File: config.mk
export PLATFORM = sky130hd
export DESIGN_NAME = page_walker
export DESIGN_NICKNAME = d
export VERILOG_FILES = /design/src/rtl/ptw_pkg.sv /design/src/rtl/ptw_ctrl.sv /design/src/rtl/ptw_datapath.sv /design/src/rtl/page_walker.sv
export SDC_FILE = /design/constraint.sdc
export NUM_CORES = 1
export LEC_CHECK = 0
export ABC_AREA = 1
export BUFFER_PORTS_ARGS = -buffer_cell sky130_fd_sc_hd__clkbuf_2
export CORE_ASPECT_RATIO = 1.2
export CORE_MARGIN = 8
export CORE_UTILIZATION = 40
export DETAILED_ROUTE_END_ITERATION = 8
export GPL_TIMING_DRIVEN = 1
export SYNTH_ARGS = -nofsm -noshare
export SYNTH_HDL_FRONTEND = slang
export SYNTH_SLANG_ARGS = --single-unit
File: constraint.sdc
create_clock -name clk -period 7.53 [get_ports clk]
set_input_delay 1.506 -clock clk [delete_from_list [all_inputs] [get_ports clk]]
set_output_delay 1.506 -clock clk [all_outputs]
set_load 0.01 [all_outputs]
File: src/rtl/ptw_pkg.sv
package ptw_pkg;

  localparam int ValidBit      = 0;
  localparam int DirtyBit      = 1;
  localparam int HugeBit       = 6;
  localparam int GlobalBit     = 7;
  localparam int HugeGlobalBit = 12;
  localparam int LevelLoBit    = 13;
  localparam int LevelHiBit    = 14;
  localparam int NoReadBit     = 61;
  localparam int NoExecBit     = 62;
  localparam int PrivRestBit   = 63;

  typedef struct packed {
    logic latchVa;
    logic loadRoot;
    logic decLevel;
    logic captureDir;
    logic captureLeaf;
    logic finalize;
  } ctrlStrobes_t;

  typedef struct packed {
    logic levelZero;
    logic widthZero;
    logic respHuge;
  } dpStatus_t;

  typedef enum logic [3:0] {
    ST_IDLE,
    ST_ROOT,
    ST_SCAN,
    ST_DIR_REQ,
    ST_DIR_WAIT,
    ST_LEAF_REQ,
    ST_LEAF_WAIT,
    ST_CHECK,
    ST_DONE
  } walkState_e;

endpackage

File: src/rtl/ptw_ctrl.sv
module ptw_ctrl
  import ptw_pkg::*;
(
  input  logic         clk,
  input  logic         rstN,
  input  logic         start,
  input  logic         memReqReady,
  input  logic         memRespValid,
  input  dpStatus_t    status,
  output ctrlStrobes_t strobes,
  output logic         memReqValid,
  output logic         done
);

  walkState_e state, nextState;

  always_ff @(posedge clk or negedge rstN) begin
    if (!rstN) state <= ST_IDLE;
    else       state <= nextState;
  end

  always_comb begin
    nextState = state;
    strobes   = '0;
    unique case (state)
      ST_IDLE: begin
        if (start) begin
          strobes.latchVa = 1'b1;
          nextState       = ST_ROOT;
        end
      end
      ST_ROOT: begin
        strobes.loadRoot = 1'b1;
        nextState        = ST_SCAN;
      end
      ST_SCAN: begin
        if (status.levelZero)      nextState = ST_LEAF_REQ;
        else if (status.widthZero) strobes.decLevel = 1'b1;
        else                       nextState = ST_DIR_REQ;
      end
      ST_DIR_REQ: begin
        if (memReqReady) nextState = ST_DIR_WAIT;
      end
      ST_DIR_WAIT: begin
        if (memRespValid) begin
          strobes.captureDir = 1'b1;
          if (status.respHuge) begin
            nextState = ST_CHECK;
          end else begin
            strobes.decLevel = 1'b1;
            nextState        = ST_SCAN;
          end
        end
      end
      ST_LEAF_REQ: begin
        if (memReqReady) nextState = ST_LEAF_WAIT;
      end
      ST_LEAF_WAIT: begin
        if (memRespValid) begin
          strobes.captureLeaf = 1'b1;
          nextState           = ST_CHECK;
        end
      end
      ST_CHECK: begin
        strobes.finalize = 1'b1;
        nextState        = ST_DONE;
      end
      ST_DONE:  nextState = ST_IDLE;
      default:  nextState = ST_IDLE;
    endcase
  end

  assign memReqValid = (state == ST_DIR_REQ) || (state == ST_LEAF_REQ);
  assign done        = (state == ST_DONE);

endmodule

File: src/rtl/ptw_datapath.sv
module ptw_datapath
  import ptw_pkg::*;
#(
  parameter int PA_WIDTH   = 48,
  parameter int PAGE_SHIFT = 12,
  parameter int LEVELS     = 4,
  parameter int SHIFT_W    = 6
) (
  input  logic                            clk,
  input  logic                            rstN,
  input  ctrlStrobes_t                    strobes,
  input  logic [63:0]                     vaddr,
  input  logic [63:0]                     rootLo,
  input  logic [63:0]                     rootHi,
  input  logic [LEVELS:0][SHIFT_W-1:0]    levelShift,
  input  logic [LEVELS:0][SHIFT_W-1:0]    levelWidth,
  input  logic [63:0]                     memRespData,
  output dpStatus_t                       status,
  output logic [63:0]                     memReqAddr,
  output logic                            hit,
  output logic                            writable,
  output logic [63:0]                     physAddr
);

  localparam int LVL_W = $clog2(LEVELS + 1);
  localparam logic [LVL_W-1:0] TOP_LEVEL = LVL_W'(LEVELS);
  localparam logic [63:0] PAGE_MASK = ~((64'd1 << PAGE_SHIFT) - 64'd1);
  localparam logic [63:0] ATTR_MASK =
    ~((64'd1 << PrivRestBit) | (64'd1 << NoExecBit) | (64'd1 << NoReadBit));

  logic [63:0] paMask;
  generate
    if (PA_WIDTH >= 64) begin : g_fullPa
      assign paMask = '1;
    end else begin : g_narrowPa
      assign paMask = (64'd1 << PA_WIDTH) - 64'd1;
    end
  endgenerate

  logic [63:0]        vaReg, baseReg, pteReg;
  logic [SHIFT_W-1:0] offShift;
  logic [LVL_W-1:0]   level;

  logic [SHIFT_W-1:0] curShift, curWidth;
  logic [63:0]        idxMask, entryIdx, respMasked;

  assign curShift   = levelShift[level];
  assign curWidth   = levelWidth[level];
  assign idxMask    = (64'd1 << curWidth) - 64'd1;
  assign entryIdx   = (vaReg >> curShift) & idxMask;
  assign memReqAddr = baseReg | (entryIdx << 3);
  assign respMasked = memRespData & paMask;

  assign status.levelZero = (level == '0);
  assign status.widthZero = (curWidth == '0);
  assign status.respHuge  = respMasked[HugeBit];

  function automatic logic [63:0] foldHuge(input logic [63:0] entry);
    logic [63:0] r;
    r = entry;
    r[LevelHiBit:LevelLoBit] = '0;
    r[HugeBit] = 1'b0;
    if (r[HugeGlobalBit]) begin
      r[HugeGlobalBit] = 1'b0;
      r[GlobalBit]     = 1'b1;
    end
    return r;
  endfunction

  logic [63:0] offMask, pageSum, cleanAddr;
  assign offMask   = (64'd1 << offShift) - 64'd1;
  assign pageSum   = pteReg + ((vaReg & paMask) & offMask);
  assign cleanAddr = pageSum & ATTR_MASK & PAGE_MASK;

  always_ff @(posedge clk or negedge rstN) begin
    if (!rstN) begin
      vaReg    <= '0;
      baseReg  <= '0;
      pteReg   <= '0;
      offShift <= '0;
      level    <= '0;
      hit      <= 1'b0;
      writable <= 1'b0;
      physAddr <= '0;
    end else begin
      if (strobes.latchVa) vaReg <= vaddr;
      if (strobes.loadRoot) begin
        baseReg <= (vaReg[63] ? rootHi : rootLo) & paMask;
        level   <= TOP_LEVEL;
      end
      if (strobes.decLevel) level <= level - 1'b1;
      if (strobes.captureDir) begin
        baseReg <= respMasked;
        if (respMasked[HugeBit]) begin
          pteReg   <= foldHuge(respMasked);
          offShift <= curShift;
        end
      end
      if (strobes.captureLeaf) begin
        pteReg   <= memRespData;
        offShift <= curShift;
      end
      if (strobes.finalize) begin
        hit      <= pteReg[ValidBit];
        writable <= pteReg[ValidBit] & pteReg[DirtyBit];
        physAddr <= pteReg[ValidBit] ? cleanAddr : 64'd0;
      end
    end
  end

endmodule

File: src/rtl/page_walker.sv
module page_walker
  import ptw_pkg::*;
#(
  parameter int PA_WIDTH   = 48,
  parameter int PAGE_SHIFT = 12,
  parameter int LEVELS     = 4,
  parameter int SHIFT_W    = 6
) (
  input  logic                         clk,
  input  logic                         rstN,
  input  logic                         start,
  input  logic [63:0]                  vaddr,
  input  logic [63:0]                  rootLo,
  input  logic [63:0]                  rootHi,
  input  logic [LEVELS:0][SHIFT_W-1:0] levelShift,
  input  logic [LEVELS:0][SHIFT_W-1:0] levelWidth,
  output logic                         memReqValid,
  input  logic                         memReqReady,
  output logic [63:0]                  memReqAddr,
  input  logic                         memRespValid,
  input  logic [63:0]                  memRespData,
  output logic                         done,
  output logic                         hit,
  output logic                         writable,
  output logic [63:0]                  physAddr
);

  ctrlStrobes_t strobes;
  dpStatus_t    status;

  ptw_ctrl u_ctrl (
    .clk          (clk),
    .rstN         (rstN),
    .start        (start),
    .memReqReady  (memReqReady),
    .memRespValid (memRespValid),
    .status       (status),
    .strobes      (strobes),
    .memReqValid  (memReqValid),
    .done         (done)
  );

  ptw_datapath #(
    .PA_WIDTH   (PA_WIDTH),
    .PAGE_SHIFT (PAGE_SHIFT),
    .LEVELS     (LEVELS),
    .SHIFT_W    (SHIFT_W)
  ) u_dp (
    .clk         (clk),
    .rstN        (rstN),
    .strobes     (strobes),
    .vaddr       (vaddr),
    .rootLo      (rootLo),
    .rootHi      (rootHi),
    .levelShift  (levelShift),
    .levelWidth  (levelWidth),
    .memRespData (memRespData),
    .status      (status),
    .memReqAddr  (memReqAddr),
    .hit         (hit),
    .writable    (writable),
    .physAddr    (physAddr)
  );

endmodule

# [Word level (Yosys, flattened, before mapping)]
# Index checks and enable logic that the tools add are counted.
[classes] n_addsub=4 order_cmp=1 n_eq_ne=14 shift=3 mux=38 bitwise=4 n_reduce_logical=10
[ops] cell="2-to-1 mux 61 bit" count=4
[ops] cell="2-to-1 mux 64 bit" count=2
[ops] cell="left shift 1 x 6 -> 61 bit (first input constant)" count=2
[ops] cell="subtractor 61 x 1 -> 61 bit (second input constant)" count=2
[ops] cell="OR 64 bit" count=1
[ops] cell=">> shifter 64 x 6 -> 61 bit" count=1
[ops] cell="adder 61 bit" count=1
[ops] cell="AND 48 x 61 -> 61 bit" count=1
[ops] cell="AND 61 bit" count=1
[ops] cell="2-to-1 mux 48 bit" count=1
[ops] cell="binary-select mux 6 bit (select 3 bit)" count=2
[ops] cell="case mux 4 bit (8 select lines)" count=1
[ops] cell="2-to-1 mux 6 bit" count=5
[ops] cell="2-to-1 mux 4 bit" count=7
[ops] cell="== test 4 x 3 -> 1 bit (second input constant)" count=4
[ops] cell="2-to-1 mux 1 bit" count=11
[ops] cell="inequality test 2 bit (second input constant)" count=5
[ops] cell="2-to-1 mux 3 bit" count=3
[ops] cell="== test 4 x 2 -> 1 bit (second input constant)" count=2
[ops] cell="nonzero test 2 bit" count=4
[ops] cell="zero test 6 bit" count=1
[ops] cell="AND reduction 6 bit" count=1
[ops] cell="== test 4 x 1 -> 1 bit (second input constant)" count=1
[ops] cell="== test 4 bit (second input constant)" count=1
[ops] cell="other kinds (10)" count=10
[word_totals] regBits=268 in_bits=321 output_inout_bits=132 elab_cells=83

# [Logic depth before layout (Yosys ltp)]
# Gate-level depths: netlist (run 1).
[logic_depth] depth_word=7 depth_mapped=30 ltp_nobuf=30

# [Hierarchy]
# Synthesis (run 1) repeated with hierarchy kept, for this count alone.
[hier_totals] cells_unflattened=3667 area_unflattened_um2=22367.7
[by_module_without_submodules] mod="ptw_datapath" instances=1 cells_per_inst=3600 area_per_inst_um2=21946.0 seq_area_each_um2=5830.6
[by_module_without_submodules] mod="ptw_ctrl" instances=1 cells_per_inst=67 area_per_inst_um2=421.7 seq_area_each_um2=100.1

# [Worst setup path before layout (run 1)]
# OpenSTA, ideal clock, no wires.
[synth_path] path_kind="input -> output" from="input port levelWidth[5] in the netlist's numbering" to="output port memReqAddr[63]" arrival_ns=3.397 required_ns=6.024 path_slack_ns=2.627 stages=18 n_path_buf=1 path_cell_list="or2_2 > nand3_1 > nand2_1 > nand2_1 > nand2_4 > inv_4 > buf_4 > nand4_1 > ha_1 > nand3_2 > inv_2 > nand2_2 > nor2_4 > nand2_1 > nor2_2 > nand2_1 > nand2_1 > nor2_1"
[synth_between] elab_chain_cells=6
[synth_lines] item="start, declared" line="page_walker.sv:16" source="input logic [LEVELS:0][SHIFT_W-1:0] levelWidth,"
[synth_lines] item="binary-select mux 6 bit (select 3 bit)" line="ptw_datapath.sv:48" source="assign curWidth = levelWidth[level];"
[synth_lines] item="2-to-1 mux 6 bit (not written as such)" line="ptw_datapath.sv:48"
[synth_lines] item="left shift 1 x 6 -> 61 bit" line="ptw_datapath.sv:49" source="assign idxMask = (64'd1 << curWidth) - 64'd1;"
[synth_lines] item="subtractor 61 x 1 -> 61 bit" line="ptw_datapath.sv:49"
[synth_lines] item="AND 61 bit" line="ptw_datapath.sv:50" source="assign entryIdx = (vaReg >> curShift) & idxMask;"
[synth_lines] item="OR 64 bit" line="ptw_datapath.sv:51" source="assign memReqAddr = baseReg | (entryIdx << 3);"
[synth_lines] item="end, declared" line="page_walker.sv:19" source="output logic [63:0] memReqAddr,"
# Every way passes these cells. The select of a mux whose other input is x is not followed.

# [Worst setup path after layout (run 1)]
[layout_path] from="register u_dp.level[0]" to="output port memReqAddr[55]"
[layout_between] elab_chain_cells=6 elab_cells_between_ends=9 cone_classes="add/sub (1); shift (2); mux (4); bitwise (2)"
[layout_lines] item="start, declared" line="ptw_datapath.sv:42" source="logic [LVL_W-1:0] level;"
[layout_lines] item="start signal, assigned" line="ptw_datapath.sv:91" source="if (strobes.decLevel) level <= level - 1'b1;"
[layout_lines] item="binary-select mux 6 bit (select 3 bit)" line="ptw_datapath.sv:48"
[layout_lines] item="2-to-1 mux 6 bit (not written as such)" line="ptw_datapath.sv:48"
[layout_lines] item="left shift 1 x 6 -> 61 bit" line="ptw_datapath.sv:49"
[layout_lines] item="subtractor 61 x 1 -> 61 bit" line="ptw_datapath.sv:49"
[layout_lines] item="AND 61 bit (*)" line="ptw_datapath.sv:50"
[layout_lines] item="OR 64 bit (*)" line="ptw_datapath.sv:51"
# Mark *: on every way between the ends. The rest lies on a longest branch, timed or not. The select of a mux whose other input is x is not followed.

==> results of run 1 <==
==> path summary, 6_finish.rpt <==
check	startpoint	to	depth (start not counted)
max	u_dp.level[0]	memReqAddr[55]	19
min in group asynchronous	rstN	u_dp.pteReg[11]	1
min	u_dp.pteReg[12]	u_dp.pteReg[12]	2
max in group asynchronous	rstN	u_dp.baseReg[35]	2
max reg2reg	u_dp.offShift[5]	u_dp.physAddr[56]	25
min reg2reg	u_dp.pteReg[12]	u_dp.pteReg[12]	2
==> cell families (layout without fill, tap and decap cells) <==
logic type	count (synthesis)	after routing	synth area share
multiplexers	11	11	0.00548
flip-flops	237	237	0.265
buffers and inverters	534	819	0.0990
AO/OA/AOI/OAI	608	608	0.156
AND/OR/NAND/NOR	2314	2314	0.441
other	1	17	0.000168
adder cells (fa/ha/maj)	51	51	0.0285
XOR/XNOR	12	12	0.00470
==> per-layer routing <==
layer,track usage,vias up,share of wire
met4,0.197,0,0.069
met5,0,-,0
met3,0.0373,242,0.059
met2,0.566,1068,0.48
met1,0.389,12400,0.39
li1,-,13000,-
==> per-stage QoR <==
stage	cells	hold slack, ns	setup WS (ns)	util
final	4796	0.481	1.01	0.461
after global routing	4795	0.505	0.678	0.461
after CTS	4794	0.486	1.07	0.461
after detailed placement	4746	0.466	1.54	0.445
after global placement	4746	0.462	1.46	0.445
after floorplan	3782	0.446	2.63	-
==> sequential cells by signal (all words and copies together), names as in the netlist <==
| register | flops |
|---|---|
| u_dp.hit | 1 |
| u_dp.writable | 1 |
| u_dp.baseReg | 48 |
| u_dp.offShift | 6 |
| u_dp.physAddr | 49 |
| u_dp.pteReg | 61 |
| u_dp.level | 3 |
| u_ctrl.state | 4 |
| u_dp.vaReg | 64 |
==> cells in the final DEF, fill, tap and decap left out, types with 7 or more instances in the layout <==
| cell type | n |
|---|---|
| nand3_2 | 10 |
| o211ai_1 | 20 |
| clkbuf_2 | 401 |
| nor3_1 | 56 |
| dfrtp_1 | 236 |
| nand4_1 | 57 |
| nor4_1 | 20 |
| xnor2_1 | 8 |
| nand2_2 | 12 |
| o21ai_0 | 231 |
| nor2_1 | 516 |
| conb_1 | 15 |
| nor2_2 | 21 |
| nand3_1 | 431 |
| a21o_1 | 11 |
| o311ai_0 | 47 |
| o21ai_1 | 49 |
| a31oi_1 | 21 |
| o21a_1 | 9 |
| a21oi_1 | 178 |
| nor2_4 | 8 |
| inv_2 | 30 |
| nand2_1 | 1150 |
| inv_1 | 307 |
| buf_4 | 25 |
| ha_1 | 51 |
| o21bai_1 | 16 |
| clkbuf_16 | 27 |
| nand2_4 | 7 |
| mux2_2 | 10 |
==> final cells by class <==
| type | count | area (µm²) |
|---|---|---|
| diodes | 2 | 5.00 |
| clock buffers | 34 | 742 |
| clock inverters | 14 | 185 |
| fillers | 6267 | 30000 |
| inverters | 342 | 1290 |
| multi-input cells | 3011 | 14300 |
| flip-flops and latches | 237 | 5930 |
| well taps | 727 | 910 |
| repair buffers | 429 | 2250 |
==> worst register-to-register path: stages, from the launching register on <==
cell	delay [ns]
dfrtp_1	0.81
inv_1	0.55
nand3_1	0.33
nand2_1	0.10
nor2_1	0.17
nand4_1	0.18
nor2_2	0.27
nand2_1	0.17
nor2_1	0.24
nand2_1	0.14
nor2_1	0.23
nand2_1	0.10
a21oi_1	0.52
ha_1	0.42
a21oi_1	0.24
o21ai_0	0.16
a21oi_1	0.18
o21ai_0	0.10
a21oi_1	0.26
nand2_1	0.12
nand2_1	0.12
nor2_1	0.07
nand2_1	0.11
nand2_1	0.06
nand2_1	0.05
o21ai_0	0.07
==> results.md, run 1 <==
- Worst Setup Path Type: reg -> out
- Post-synth cell types: just under 60
- Final slew viol count: 0
- Tot GR Track Use: 0.328
- Max FO, Critical Path: 32
- Deepest clock path buffer count: 3
- Reg2reg setup slack: roughly 1.7 ns
- Final setup vio count: 0
- Critical Path Source Type: flop
- Final HPWL DP: between 80000 and 90000 µm
- Ys Warns: 0
- Post-layout min period: roughly 6.5 ns
- Setup Skew: ~0.034 ns
- Worst relative slew slack: 0.262
- Initial detailed-routing violation count: 2508
- Fmax: 153 MHz
- Initial antenna violation count: 2
- Setup TNS: 0 ns
- Initial core utilization: 0.402
- Fin area: roughly 26000 µm²
- CTS tree: yes
- Num rows: 95
- Setup Fix Bufs, Post-CTS: 0
- WP buf/inv: 5
- Register area share after synthesis: 0.265
- Router iterations before antenna repair: 6
- DRC violations left: 0
- RSZ-0062 raised after global routing: false
- Post_cts resized: 0
- Avg Vias per Cell: roughly 5.6
- Worst-Skew Late Latency: between 0.5 and 0.6 ns
- CTS Sinks: 237
- Most frequent CP cell: nand2_1
- Global-route wire length before repair: 160000 µm
- WP data required: around 6 ns
- Hold Buf Count CTS: 0
- Vias in the first global route: ~26k
- Top cell type's share of synthesized area: 0.265
- Final Cycle Share: 0.866
- Placement Cell Area: 24700 µm²
- H-tree Lvls: 1
- Hold Fails Final Rpt: 0
- Asr flop ratio synth: 1.00
- Most used DFF post-synth: dfrtp_1
- Largest area contributor in the netlist: dfrtp_1
- Max-cap viol count: 0
- Cell with the most instances after synthesis: nand2_1
- P&R area growth vs syn: 14.8%
- Post-synth EDFFs: 0
- Core area: 55600 µm²
- Vias after detailed routing: roughly 27k
- Die Y: approximately 270 µm
- Status: complete, no violations
- Synth Cell Area: approximately 22000 µm²
- Top area cells in the synthesized netlist: dfrtp_1 27%, nand2_1 19%, nand3_1 9.7%, nor2_1 8.7%, inv_1 5.2%
- Root Buffer: clkbuf_16
- Yosys reg bits: between 200 and 250
- Worst-Margin Slew: 1.10 ns
- Mapped Cells: around 3.8k
- Share of layout cells above drive strength 1: 0.147
- Routed len/inst: about 23 µm
- Crit-path slowest cell: dfrtp_1
- Crit path arrival time: between 5 and 6 ns
- Commonest cells in the netlist: 1151 x nand2_1, 518 x nor2_1, 433 x nand3_1
- CP top delay family: simple AND/OR/NAND/NOR gates
- Buffers on Ports: ~400
- Critical-path cell list: inv_2 > nand2_1 > nand3_1 > nand3_1 > nand2_2 > inv_4 > nor2_8 > inv_2 > nor2_1 > inv_2 > nand2_1 > nor2_1 > nand2_1 > nor2_1 > nand3_1 > nand2_1 > nand2_1 > nor2_1 > clkbuf_2
- Synthesized area per cell: just under 6 µm²
- Die area: approximately 64000 µm²
- Die X: 232 µm
- HP Class: reg -> reg
- Cts bufs inserted: 27
- CTS clock-pin slew for the worst setup and hold paths: ~0.08 ns
- Largest net degree at the start of global routing: between 100 and 150
- ANT nets after route: 0
- Critical path endpoint category: output port
- Final net count: ~4.4k
- CP max stage delay: 0.96 ns
- Detailed Route WL: 109000 µm
- Remaining Overflow, GRT: 0
- I/O pins: approximately 450
- Global placement routability congestion: slightly above 1
Power of run 1 is not shown: default switching activity piles up to over one toggle a cycle in this logic, so the estimate is an artifact.
==> run 2, diff against run 1 <==
CELL_PAD_IN_SITES_DETAIL_PLACEMENT = 0   (was not set)
CELL_PAD_IN_SITES_GLOBAL_PLACEMENT = 1   (was not set)
PLACE_DENSITY_LB_ADDON = 0.1   (was not set)
SETUP_SLACK_MARGIN = 0.5   (was not set)
==> results.md, run 2 (synthesis results as in run 1) <==
- Routed len/inst: around 23 µm
- Final HPWL DP: 91100 µm
- Worst-Skew Late Latency: 0.59 ns
- Hold Fails Final Rpt: 0
- CTS Sinks: ~240
- Num rows: 95
- Setup Skew: ~0.015 ns
- Vias in the first global route: about 26k
- Die Y: 275 µm
- Final Cycle Share: 0.810
- WP data required: around 6 ns
- Post_cts resized: 0
- Cts bufs inserted: 28
- Setup Fix Bufs, Post-CTS: 0
- Most frequent cells in the layout: 1150 x nand2_1, 516 x nor2_1, 431 x nand3_1
- Root Buffer: clkbuf_16
- Final slew viol count: 0
- Commonest non-fill, non-tap cell in the layout: nand2_1
- WP buf/inv: 5
- Critical-path cell list: clkbuf_2 > nand2_1 > nand3_1 > nand3_1 > nand2_2 > inv_4 > nor2_8 > inv_2 > nor2_1 > inv_2 > nand2_1 > nor2_1 > nand2_1 > nor3_1 > nand2_1 > nand2_1 > nand2_1 > nor2_1 > clkbuf_2
- Status: complete, no violations
- P&R area growth vs syn: 14.9%
- Worst relative slew slack: 0.260
- Buffers on Ports: roughly 400
- Largest net degree at the start of global routing: between 100 and 150
- RSZ-0062 raised after global routing: false
- Initial detailed-routing violation count: about 2.7k
- Crit-path slowest cell: nor3_1
- CTS clock-pin slew for the worst setup and hold paths: about 0.06 ns
- Final net count: between 4k and 5k
- H-tree Lvls: 1
- Worst Setup Path Type: in -> out
- Max-cap viol count: 0
- Crit path arrival time: around 4.6 ns
- Remaining Overflow, GRT: 0
- Die X: between 200 and 250 µm
- Die area: about 64000 µm²
- Fmax: 164 MHz
- ANT nets after route: 0
- Fin Hold WS: 0.474 ns
- Vias after detailed routing: between 20k and 30k
- HP Class: reg -> reg
- Initial core utilization: 0.402
- Router iterations before antenna repair: 6
- I/O pins: between 400 and 500
- Core area: 55600 µm²
- CP max stage delay: about 0.45 ns
- Global placement routability congestion: between 1 and 1.5
- Share of layout cells above drive strength 1: 0.148
- Setup TNS: 0 ns
- CP top delay family: simple AND/OR/NAND/NOR gates
- Hold Buf Count CTS: 0
- Avg Vias per Cell: 5.59
- Largest regs: u_dp.vaReg (64), u_dp.pteReg (61), u_dp.physAddr (49)
- Most frequent CP cell: nand2_1
- Critical path endpoint category: output port
- CTS tree: yes
- DRC violations left: 0
- Deepest clock path buffer count: 3
- Max FO, Critical Path: 32
- Final setup vio count: 0
- Top register by number of flip-flops: u_dp.vaReg
- Tot GR Track Use: 0.340
- Worst-Margin Slew: 1.11 ns
- Post-layout min period: roughly 6.1 ns
- Detailed Route WL: roughly 110000 µm
- Number of flip-flops in the largest register: 64
- Global-route wire length before repair: 164000 µm
- Initial antenna violation count: 6
- Critical Path Source Type: input port
## run 2: cell count changes in the layout (fill, tap and decap cells not counted), moves of 3 or more
cell       before  now
buf_4          25   32
bufinv_16       4    1
diode_2         2    5
clkinv_4        0    3
## run 2: worst paths after layout
path                       cells past startpoint        startpoint  slack [ns]           endpoint
max                                           19     levelWidth[4]        1.43     memReqAddr[57]
min                                            2   u_dp.pteReg[11]        0.47    u_dp.pteReg[11]
max reg2reg                                   23  u_dp.offShift[4]        1.58  u_dp.physAddr[51]
min reg2reg                                    2   u_dp.pteReg[11]        0.47    u_dp.pteReg[11]
max in group asynchronous                      2              rstN        5.34   u_dp.baseReg[42]
min in group asynchronous                      1              rstN        0.87      u_dp.vaReg[1]
## run 2: worst register-to-register path, stage by stage (launching register included)
cell and delay, ns:
dfrtp_1 0.54, clkinv_1 0.53, nor2_2 0.52, clkinv_1 0.35, nor2_1 0.33, inv_1 0.12, nand2_1 0.12, nor3_1 0.09
nand4_1 0.12, nor2_1 0.07, nand2_1 0.05, nor2_1 0.08, and3_1 0.17, nor3_1 0.49, ha_1 0.36, nand2_1 0.13
o21a_1 0.21, o21ai_0 0.42, o21bai_1 0.19, a21oi_1 0.10, o21ai_0 0.52, nand2_1 0.14, nand2_1 0.09, o21ai_0 0.08
## run 2: per-layer routing
metal,vias to the layer above,GRT usage,part of all wire
li1,13000,-,-
met1,12700,0.420,0.40
met2,984,0.572,0.47
met3,239,0.0362,0.060
met4,0,0.194,0.066
met5,-,0,0
## run 2: layout make-up
cell class              count  area, µm²
clock inverters            14        134
flip-flops and latches    237       5930
inverters                 342       1290
well taps                 727        910
clock buffers              36        771
repair buffers            436       2300
diodes                      5       12.5
fillers                  6420      29900
multi-input cells        3011      14300
## run 2: through the flow
step	cells	setup WS (ns)	utilization	cell area, µm²
after global placement	4753	1.52	0.445	24800
after floorplan	3782	2.63	-	22400
after global routing	4807	1.06	0.462	25700
after detailed placement	4753	1.54	0.445	24800
final	4808	1.43	0.462	25700
after CTS	4803	1.50	0.462	25700
Power of run 2 is left out for the same reason.
==> run 3, diff against run 2 <==
ABC_AREA = 0   (was 1)
CORE_UTILIZATION = 37   (was 40)
clock period = 5.2 ns   (was 7.53 ns; I/O delays follow)
==> results.md, run 3 <==
- Worst-Margin Slew: ~1.1 ns
- Synth Area in Simple Gates: 0.186
- Initial core utilization: 0.375
- Met2 routed WL: a little over 50000 µm
- Largest regs: u_dp.vaReg (64), u_dp.pteReg (61), u_dp.physAddr (49)
- Multiplexer share of the synthesized area: 0.146
- Cts bufs inserted: 29
- HP Class: in -> async
- CTS clock-pin slew for the worst setup and hold paths: about 0.070 ns
- Top cell type's share of synthesized area: 0.294
- DRT met1 WL: roughly 41000 µm
- Mapped Cells: approximately 2.5k
- Max-cap viol count: 0
- Worst relative slew slack: 0.242
- Peak VDD IR: 0.000553 V
- Yosys reg bits: ~240
- Share of layout cells above drive strength 1: 0.405
- Routed len/inst: 27.4 µm
- Post-synth EDFFs: 0
- Top area cells in the synthesized netlist: dfrtp_1 29%, nand2_1 8.6%, mux2i_1 8.6%, o21ai_0 6.1%, mux2_2 5.2%
- R2r worst-path depth: 18
- Fin worst setup slack: approximately 0.14 ns
- Final net count: 3471
- Commonest non-fill, non-tap cell in the layout: nand2_1
- Fin area: roughly 29000 µm²
- Most frequent cells in the layout: 449 x nand2_1, 358 x clkbuf_2, 248 x buf_4
- Fmax: 198 MHz
- CTS tree: yes
- Die Y: roughly 270 µm
- Synthesized area per cell: 8.07 µm²
- RR Endpoint: u_dp.physAddr[46]
- Global-route wire length before repair: between 100000 and 150000 µm
- Status: complete, no violations
- Worst-Skew Late Latency: 0.58 ns
- Buffers on Ports: between 400 and 500
- Final setup vio count: 0
- Uppermost routed layer: met4
- Commonest cells in the netlist: 463 x nand2_1, 245 x o21ai_0, 237 x dfrtp_1
- Setup TNS: 0 ns
- DRC violations left: 0
- Post-synthesis adder-cell area fraction: 0.0317
- Number of flip-flops in the largest register: 64
- Remaining Overflow, GRT: 0
- Avg Vias per Cell: 5.99
- Final HPWL DP: between 80000 and 90000 µm
- Synth Cell Area: 20200 µm²
- ANT nets after route: 0
- Vias after detailed routing: ~23k
- Cell with the most instances after synthesis: nand2_1
- Deepest clock path buffer count: 3
- Placement Cell Area: between 20000 and 25000 µm²
- Post-synth cell types: around 110
- Initial antenna violation count: 4
- Leak pwr: around 13 nW
- Crit path arrival time: around 4 ns
- Post-layout min period: between 5 and 6 ns
- Global placement routability congestion: 1.00
- Power Density: 937 nW/µm²
- P&R area growth vs syn: 45.0%
- Post-Synth XOR/XNOR Area: 0.0235
- Largest family of logic cells by synthesized area: compound AO/OA/AOI/OAI gates
- WP data required: 4.16 ns
- Dpl ws: -0.0217 ns
- I/O pins: around 450
- Initial detailed-routing violation count: 1948
- Root Buffer: clkbuf_16
- Post-synthesis compound-gate area fraction: 0.261
- Hold Fails Final Rpt: 0
- Detailed Route WL: 105000 µm
- Num rows: 93
- Final Cycle Share: 0.973
- Die area: roughly 62000 µm²
- Largest net degree at the start of global routing: 96
- Top register by number of flip-flops: u_dp.vaReg
- Ys Warns: 0
- Final Non-Filler Cells: ~3.8k
- CTS Sinks: approximately 240
- Asr flop ratio synth: 1.00
- Worst Setup Path Type: reg -> out
- Critical path endpoint category: output port
- Vias in the first global route: ~23k
- Die X: between 200 and 250 µm
- Most used DFF post-synth: dfrtp_1
- Setup Skew: 0.0143 ns
- Tot GR Track Use: 0.314
- Register area share after synthesis: 0.294
- H-tree Lvls: 1
- Critical R2R Launch: u_dp.offShift[4]
- Max FO, Critical Path: 10
- Placed cells: about 3.6k
- Reg2reg setup slack: between 0.7 and 0.8 ns
- Critical Path Source Type: flop
- Largest area contributor in the netlist: dfrtp_1
- RSZ-0062 raised after global routing: true
- Router iterations before antenna repair: 5
- Final slew viol count: 0
- WL met3: about 6500 µm
- Core area: around 54000 µm²
[run 3: changes by cell type in the layout (fill, tap and decap cells not counted), moves of 74 or more]
cell     delta
a21oi_1    -74
buf_4     +216
inv_1     -270
mux2i_1    +98
nand2_1   -701
nand3_1   -369
nor2_1    -405
[run 3: repair_timing]
item / 4_1_cts / 5_1_grt
gates resized for setup: 237 / 378
setup buffers: 51 / 80
hold buffers: 0 / 0
setup endpoints to repair: 78 / 81
pin swaps: 53 / 150
gates cloned: 12 / 8
[run 3: per-stage QoR]
step           total power [W]  utilization  hold WS [ns]
2_1_floorplan           0.0128            -         0.450
3_3_place_gp            0.0196        0.445         0.461
3_5_place_dp            0.0197        0.445         0.469
4_1_cts                 0.0241        0.495         0.482
5_1_grt                 0.0286        0.544         0.497
6_report                0.0274        0.544         0.456
[run 3: power by group]
| group | total, W | internal (W) | switching, W |
|---|---|---|---|
| Combinational | 0.0212 | 0.00940 | 0.0118 |
| Sequential | 0.00411 | 0.00272 | 0.00139 |
| Clock | 0.00208 | 0.00124 | 0.000839 |
[run 3: worst max path at each step]
stage	from	depth (start not counted)	end	slack, ns
6_report	u_dp.level[0]	13	memReqAddr[9]	0.14
4_1_cts	u_dp.level[2]	17	memReqAddr[57]	0.24
2_1_floorplan	levelWidth[27]	15	memReqAddr[59]	0.50
5_1_grt	u_dp.level[0]	13	memReqAddr[9]	0.11
3_5_place_dp	levelShift[18]	13	memReqAddr[16]	-0.02
3_3_place_gp	levelShift[18]	13	memReqAddr[16]	-0.06
[run 3: routing by layer]
| metal | up-vias | global-route usage |
|---|---|---|
| li1 | 10300 | - |
| met1 | 11300 | 0.386 |
| met5 | - | 0 |
| met3 | 266 | 0.0374 |
| met2 | 1054 | 0.543 |
| met4 | 0 | 0.146 |
[run 3: final cells by class]
class	count	area, µm²
clock inverter	9	131
timing repair buffer	755	5750
fill	5108	24500
inverter	39	153
multi-input combinational	2037	15500
antenna	2	5.00
clock buffer	39	823
sequential	237	5940
tap	712	891
[run 3: critical path, cell delays in order (launching register included)]
cell and delay, ns:
dfrtp_1 0.43, buf_6 0.17, buf_12 0.13, mux2i_4 0.19, buf_4 0.14, o22a_1 0.25
nand2_4 0.19, mux2i_2 0.57, o22ai_1 0.16, a21o_1 0.28, a21o_1 0.30, a21o_1 0.19
a41o_1 0.29, buf_6 0.14
[run 3: cells by family (layout without fill, tap and decap cells)]
family,after synthesis,after routing
other,1,17
DFF,237,237
AOI/OAI and AO/OA,789,789
buffers and inverters,244,842
and+or+nand+nor,847,853
muxes,275,275
adders and majority gates,51,51
xor gates and xnor gates,54,54
No activity file was read; power rests on OpenSTA's default activity.
